--- src/rtl/brtq_pkg.sv ---
`timescale 1ns/1ps
package brtq_pkg;
  // Default geometry of the trace history.
  localparam int unsigned BRTQ_DEPTH = 8;   // number of history slots
  localparam int unsigned BRTQ_AW    = 28;  // stored address bits
  localparam int unsigned BRTQ_DW    = 32;  // read word width
  localparam int unsigned BRTQ_SYNC  = 2;   // reset release stages

  // Per-cycle update command for the history.
  typedef struct packed {
    logic cap;   // capture a branch this cycle
    logic wipe;  // clear all flags (enable set)
    logic rd;    // clear the selected flag
  } brtq_cmd_t;
endpackage

--- src/rtl/brtq_rst_sync.sv ---
`timescale 1ns/1ps
module brtq_rst_sync #(
  parameter int unsigned STAGES = brtq_pkg::BRTQ_SYNC
) (
  input  logic clk,
  input  logic rst_n_i,
  output logic rst_n_o
);
  logic [STAGES-1:0] sync_q;
  logic [STAGES-1:0] sync_d;

  generate
    if (STAGES == 1) begin : g_one
      always_comb sync_d = 1'b1;
    end else begin : g_many
      always_comb sync_d = {sync_q[STAGES-2:0], 1'b1};
    end
  endgenerate

  always_ff @(posedge clk or negedge rst_n_i) begin
    if (!rst_n_i) begin
      sync_q <= '0;
    end else begin
      sync_q <= sync_d;
    end
  end

  assign rst_n_o = sync_q[STAGES-1];
endmodule

--- src/rtl/brtq_enable_ctrl.sv ---
`timescale 1ns/1ps
module brtq_enable_ctrl (
  input  logic               clk,
  input  logic               rst_n,
  input  logic               wr_i,
  input  logic               en_i,
  input  logic               br_i,
  output logic               en_q_o,
  output brtq_pkg::brtq_cmd_t cmd_o,
  input  logic               rd_i
);
  logic en_q;
  logic en_d;

  // Next-state: a write replaces the enable; otherwise hold.
  always_comb begin
    en_d = en_q;
    if (wr_i) begin
      en_d = en_i;
    end
  end

  always_ff @(posedge clk or negedge rst_n) begin
    if (!rst_n) begin
      en_q <= 1'b0;
    end else begin
      en_q <= en_d;
    end
  end

  // Capture uses the enable value held before this cycle's write.
  always_comb begin
    cmd_o.cap  = br_i & en_q;
    cmd_o.wipe = wr_i & en_i;
    cmd_o.rd   = rd_i;
  end

  assign en_q_o = en_q;
endmodule

--- src/rtl/brtq_flag_queue.sv ---
`timescale 1ns/1ps
module brtq_flag_queue #(
  parameter  int unsigned DEPTH = brtq_pkg::BRTQ_DEPTH,
  localparam int unsigned IDX_W = $clog2(DEPTH)
) (
  input  logic                 clk,
  input  logic                 rst_n,
  input  brtq_pkg::brtq_cmd_t  cmd_i,
  input  logic [IDX_W-1:0]     sel_i,
  output logic [DEPTH-1:0]     flags_o
);
  logic [DEPTH-1:0] flags_q;
  logic [DEPTH-1:0] kept;
  logic [DEPTH-1:0] flags_d;
  logic [DEPTH-1:0] rd_mask;

  // One-hot mask of the slot being consumed by a read.
  generate
    for (genvar g = 0; g < DEPTH; g++) begin : g_mask
      assign rd_mask[g] = cmd_i.rd && (sel_i == IDX_W'(g));
    end
  endgenerate

  // Clears act on the current contents; then the shift, if any.
  always_comb begin
    kept = flags_q & ~rd_mask;
    if (cmd_i.wipe) begin
      kept = '0;
    end
    flags_d = kept;
    if (cmd_i.cap) begin
      flags_d = {kept[DEPTH-2:0], 1'b1};
    end
  end

  always_ff @(posedge clk or negedge rst_n) begin
    if (!rst_n) begin
      flags_q <= '0;
    end else begin
      flags_q <= flags_d;
    end
  end

  assign flags_o = flags_q;
endmodule

--- src/rtl/brtq_addr_queue.sv ---
`timescale 1ns/1ps
module brtq_addr_queue #(
  parameter int unsigned DEPTH = brtq_pkg::BRTQ_DEPTH,
  parameter int unsigned AW    = brtq_pkg::BRTQ_AW
) (
  input  logic                     clk,
  input  logic                     cap_i,
  input  logic [AW-1:0]            addr_i,
  output logic [DEPTH-1:0][AW-1:0] addrs_o
);
  logic [DEPTH-1:0][AW-1:0] addr_q;
  logic [DEPTH-1:0][AW-1:0] addr_in;

  // Address storage carries no reset; it only loads on a capture.
  generate
    for (genvar g = 0; g < DEPTH; g++) begin : g_slot
      if (g == 0) begin : g_head
        assign addr_in[g] = addr_i;
      end else begin : g_body
        assign addr_in[g] = addr_q[g-1];
      end

      always_ff @(posedge clk) begin
        if (cap_i) begin
          addr_q[g] <= addr_in[g];
        end
      end
    end
  endgenerate

  assign addrs_o = addr_q;
endmodule

--- src/rtl/brtq_read_port.sv ---
`timescale 1ns/1ps
module brtq_read_port #(
  parameter  int unsigned DEPTH = brtq_pkg::BRTQ_DEPTH,
  parameter  int unsigned AW    = brtq_pkg::BRTQ_AW,
  parameter  int unsigned DW    = brtq_pkg::BRTQ_DW,
  localparam int unsigned IDX_W = $clog2(DEPTH)
) (
  input  logic [IDX_W-1:0]         sel_i,
  input  logic [DEPTH-1:0]         flags_i,
  input  logic [DEPTH-1:0][AW-1:0] addrs_i,
  output logic [DW-1:0]            data_o
);
  logic          sel_flag;
  logic [AW-1:0] sel_addr;

  always_comb begin
    sel_flag = 1'b0;
    sel_addr = '0;
    for (int i = 0; i < DEPTH; i++) begin
      if (sel_i == IDX_W'(i)) begin
        sel_flag = flags_i[i];
        sel_addr = addrs_i[i];
      end
    end
  end

  // Flag on top, zero filler, address in the low bits.
  always_comb begin
    data_o           = '0;
    data_o[DW-1]     = sel_flag;
    data_o[AW-1:0]   = sel_addr;
  end
endmodule

--- src/rtl/brtrace_queue.sv ---
`timescale 1ns/1ps
module brtrace_queue #(
  parameter  int unsigned DEPTH = brtq_pkg::BRTQ_DEPTH,
  parameter  int unsigned AW    = brtq_pkg::BRTQ_AW,
  parameter  int unsigned DW    = brtq_pkg::BRTQ_DW,
  localparam int unsigned IDX_W = $clog2(DEPTH)
) (
  input  logic             clk,
  input  logic             rst_n,
  input  logic             br_take_i,
  input  logic [AW-1:0]    br_addr_i,
  input  logic             trc_en_wr_i,
  input  logic             trc_en_i,
  input  logic             rd_stb_i,
  input  logic [IDX_W-1:0] rd_sel_i,
  output logic [DW-1:0]    rd_data_o
);
  logic                     rst_sync_n;
  logic                     en_q;
  brtq_pkg::brtq_cmd_t      cmd;
  logic [DEPTH-1:0]         flags;
  logic [DEPTH-1:0][AW-1:0] addrs;

  brtq_rst_sync #(
    .STAGES (brtq_pkg::BRTQ_SYNC)
  ) u_rst (
    .clk     (clk),
    .rst_n_i (rst_n),
    .rst_n_o (rst_sync_n)
  );

  brtq_enable_ctrl u_en (
    .clk    (clk),
    .rst_n  (rst_sync_n),
    .wr_i   (trc_en_wr_i),
    .en_i   (trc_en_i),
    .br_i   (br_take_i),
    .en_q_o (en_q),
    .cmd_o  (cmd),
    .rd_i   (rd_stb_i)
  );

  brtq_flag_queue #(
    .DEPTH (DEPTH)
  ) u_flags (
    .clk     (clk),
    .rst_n   (rst_sync_n),
    .cmd_i   (cmd),
    .sel_i   (rd_sel_i),
    .flags_o (flags)
  );

  brtq_addr_queue #(
    .DEPTH (DEPTH),
    .AW    (AW)
  ) u_addr (
    .clk     (clk),
    .cap_i   (cmd.cap),
    .addr_i  (br_addr_i),
    .addrs_o (addrs)
  );

  brtq_read_port #(
    .DEPTH (DEPTH),
    .AW    (AW),
    .DW    (DW)
  ) u_rd (
    .sel_i   (rd_sel_i),
    .flags_i (flags),
    .addrs_i (addrs),
    .data_o  (rd_data_o)
  );
endmodule

--- config.mk ---
export PLATFORM = sky130hd
export DESIGN_NAME = brtrace_queue
export DESIGN_NICKNAME = d
export VERILOG_FILES = /design/src/rtl/brtq_pkg.sv /design/src/rtl/brtq_rst_sync.sv /design/src/rtl/brtq_enable_ctrl.sv /design/src/rtl/brtq_flag_queue.sv /design/src/rtl/brtq_addr_queue.sv /design/src/rtl/brtq_read_port.sv /design/src/rtl/brtrace_queue.sv
export SDC_FILE = /design/constraint.sdc
export NUM_CORES = 1
export LEC_CHECK = 0
export BUFFER_PORTS_ARGS = -buffer_cell sky130_fd_sc_hd__buf_2
export CAP_MARGIN = 20
export CORE_MARGIN = 2
export CORE_UTILIZATION = 45
export CTS_CLUSTER_SIZE = 25
export DETAILED_ROUTE_END_ITERATION = 6
export GPL_TIMING_DRIVEN = 0
export PLACE_DENSITY_LB_ADDON = 0.15
export SLEW_MARGIN = 40
export SYNTH_ARGS = -nofsm -noshare
export SYNTH_HDL_FRONTEND = slang
export SYNTH_SLANG_ARGS = --single-unit
--- constraint.sdc ---
create_clock -name clk -period 2.4 [get_ports clk]
set_input_delay 0.36 -clock clk [delete_from_list [all_inputs] [get_ports clk]]
set_output_delay 0.36 -clock clk [all_outputs]
set_load 0.05 [all_outputs]
==> impl_metrics.py <==
metrics = {
    "logic_synthesis": {
        "synth_edf_count": 224,
        "yosys.area.top_type_share_pct": 67.3,
        "avgSynthCellArea_um2": 15.7,
        "synth.distinct_cells": 34,
        "async_flop_share_pct": 4.68,
        "synth-seq-cells": 235,
        "seq_area_frac_synth_pct": 70.0,
        "yosys.area_share.adder_pct": 0,
        "yosysWarnings": 0,
        "synth.mux.area_fraction_pct": 9.88,
        "syn_area_um2": 10000,
        "synth-simple-area-share_pct": 6.07,
        "synth_ff_type": "edfxtp_1",
        "yosysTopAreaCell": "edfxtp_1",
        "synth-xor-area-share_pct": 0,
        "synth_area_leaders": "edfxtp_1 (67%), mux4_2 (6.8%), mux2i_1 (2.9%)",
        "synthCells": 636,
        "synth_compound_area_share_pct": 10.3,
        "synth_top_family_by_area": "compound AO/OA/AOI/OAI gates",
    },
    "timing": {
        "finClkSkew_ps": 10.6,
        "setup_viol": 0,
        "hold_viol": 0,
        "grt_setup_unrepaired": "no",
        "worst_pin_slew_ps": 746,
        "finalCritPeriodShare_pct": 95.7,
        "slew_violations": 0,
        "clock.fmax_ghz": 0.435,
        "maxSlewHeadroom_pct": 50.3,
        "fin_crit_ps": 2300,
        "setup_tns_ps": 0,
    },
    "floorplan": {
        "start_util_pct": 45.8,
        "die_area_um2": 23400,
        "die_w_um": 153,
        "io-pin-count": 69,
        "core_um2": 21800,
        "fp.dieH_um": 153,
        "num_rows": 54,
    },
    "layout": {
        "postLayoutCellArea_um2": 11800,
        "nFillCells": 1829,
        "final_net_count": 794,
        "area_growth_pct": 18.0,
        "layout_common_cells": "edfxtp_1 (224), buf_2 (68), nand2_1 (37)",
        "drive_above_1_share_pct": 23.8,
        "antennaDiodeCount": 0,
        "final_common_cell": "edfxtp_1",
    },
    "drt": {
        "initialDrtViolationCount": 617,
        "wl_per_cell_um": 21.3,
        "vias_per_cell": 5.75,
        "ant_nets": 0,
        "drt_wl_total_um": 22500,
        "dr.pass1.iters": 5,
        "via_count": 6077,
        "drc": 0,
    },
    "setup_path": {
        "crit_path_start_kind": "register",
        "rrSetupSlack_ps": 240,
        "path_class": "register to primary output",
        "startpoint": "u_flags.flags_o[7]",
        "r2r_start": "u_en.en_q_o",
        "crit_slowest_cell": "mux4_2",
        "max_stage_delay_ps": 470,
        "crit_chain": "mux4_2 -> o21ai_0 -> a21oi_1 -> buf_4 -> buf_4",
        "critPathRequiredTime_ps": 2040,
        "endpoint_kind": "primary output",
        "critPathMaxFanout": 3,
        "crit_top_cell": "buf_4",
        "worstPathArrival_ps": 1940,
    },
    "pwr": {
        "power_switching_mw": 2.40,
        "p_int_mw": 7.18,
        "swShare_pct": 25.1,
        "clkPwrFrac_pct": 38.1,
        "pwr-share-seq_pct": 51.1,
        "leakage_nw": 4.11,
        "max-vdd-ir-drop_v": 0.000489,
        "p_comb_share_pct": 10.8,
        "p_per_area_nw_per_um2": 812,
    },
    "cts": {
        "clockBufferDepth": 3,
        "tritoncts": "built",
        "cts.sinks": 235,
        "insertion_delay_ps": 530,
        "path_clk_slew_ps": 60,
        "postCtsSetupBuffers": 0,
        "cts_buffers": 26,
        "root_buffer": "clkbuf_16",
        "h-tree-depth": 1,
    },
    "grt": {
        "antenna_found_initial": 0,
        "grtUsageTotal_pct": 19.3,
        "grt_pass1_vias": 6248,
        "overflow": 0,
        "grt_max_degree": 147,
        "grt_pass1_wl_um": 35700,
    },
    "run_status": {
        "status": "finished, final reports clean",
    },
    "worst_hold_path": {
        "worstHoldPathType": "input port to register",
        "hp-start": "br_addr_i[3]",
    },
    "place": {
        "placed_cell_area_um2": 10700,
        "gp_congestion": 0.851,
        "dpl.hpwl_um": 13500,
        "portBuffers": 63,
    },
    "flow_run": {
        "max_cap_viol_count": 0,
    },
}
-- power groups by stage --
stage	Clock (mW)	Combinational, mW	Sequential, mW
after floorplan	0	0.726	4.94
after global placement	0	0.964	4.98
after detailed placement	0	0.994	4.98
after CTS	3.71	1.03	4.90
after global routing	3.87	1.12	4.93
final	3.65	1.04	4.90
-- what timing repair did --
item / CTS / global route
hold buffers: 25 / 2
endpoints found under the hold margin: 26 / 2
gates resized for setup: 2 / 35
endpoints found under the setup margin: 18 / 18
-- stage by stage --
step | hold WS (ps) | worst slack (ps) | std cells | utilization [%] | total power, mW
2_1_floorplan | 64.4 | 14.4 | 638 | - | 5.66
3_3_place_gp | 142 | -702 | 981 | 48.9 | 5.94
3_5_place_dp | 148 | -118 | 982 | 49.2 | 5.98
4_1_cts | 1.60 | 1.73 | 1054 | 53.8 | 9.64
5_1_grt | 0.692 | 2.44 | 1056 | 54.1 | 9.92
6_report | 19.0 | 103 | 1056 | 54.1 | 9.58
-- path summary, 6_finish.rpt --
path,end,depth (start not counted)
min in group asynchronous,u_rst.sync_q[1],2
worst max register to register,u_flags.flags_o[6],5
worst min-delay path,u_addr.addrs_o[3],1
worst min register to register,u_en.en_q_o,0
worst max-delay path,rd_data_o[31],5
max in group asynchronous,u_flags.flags_o[7],0
-- final cells by class --
class                      instances  area (um2)  share of cell area, %
sequential                       235        7000                   59.3
multi-input combinational        351        2660                   22.5
timing repair buffer              91         618                   5.24
clock buffer                      35         706                   5.98
buffer                            49         374                   3.17
clock inverter                    12        56.3                  0.477
tap                              280         350                   2.97
inverter                           3        37.5                  0.318
-- state kept, by name, summed over array words and instances (netlist names) --
register         cells
u_addr.addrs_o     224
u_en.en_q_o          1
u_flags.flags_o      8
u_rst.sync_q         2
-- critical path: cells and delay by family, from the launching register on --
family / cells / cell delay, ps
AOI/OAI and AO/OA: 2 / 230
buffers and inverters: 2 / 330
muxes: 1 / 470
DFF: 1 / 400
-- Yosys cell counts, types with 9 or more instances --
| library cell | instances |
|---|---|
| o21ai_1 | 21 |
| nand2_1 | 37 |
| o21ai_0 | 37 |
| nor2_1 | 29 |
| mux2i_1 | 29 |
| nand3_1 | 29 |
| clkbuf_1 | 12 |
| a2111oi_0 | 23 |
| buf_2 | 12 |
| nand2b_1 | 29 |
| buf_6 | 14 |
| edfxtp_1 | 224 |
| dfrtp_1 | 11 |
| a21boi_0 | 24 |
| a21oi_1 | 32 |
| buf_4 | 9 |
| mux4_2 | 30 |
-- layer usage --
metal / GRT usage, % / part of all wire [%]
met5: 0 / 0
met1: 27.5 / 45
met2: 31.4 / 48
met4: 4.89 / 1.6
met3: 3.15 / 5.1
-- logic make-up (layout without fill, tap and decap cells) --
kind of cell,count (synthesis),after routing
mux,61,61
buf+inv,52,190
other cells,2,4
compound gates,158,158
simple gates,128,128
flops,235,235
No activity file was read; power rests on OpenSTA's default activity.
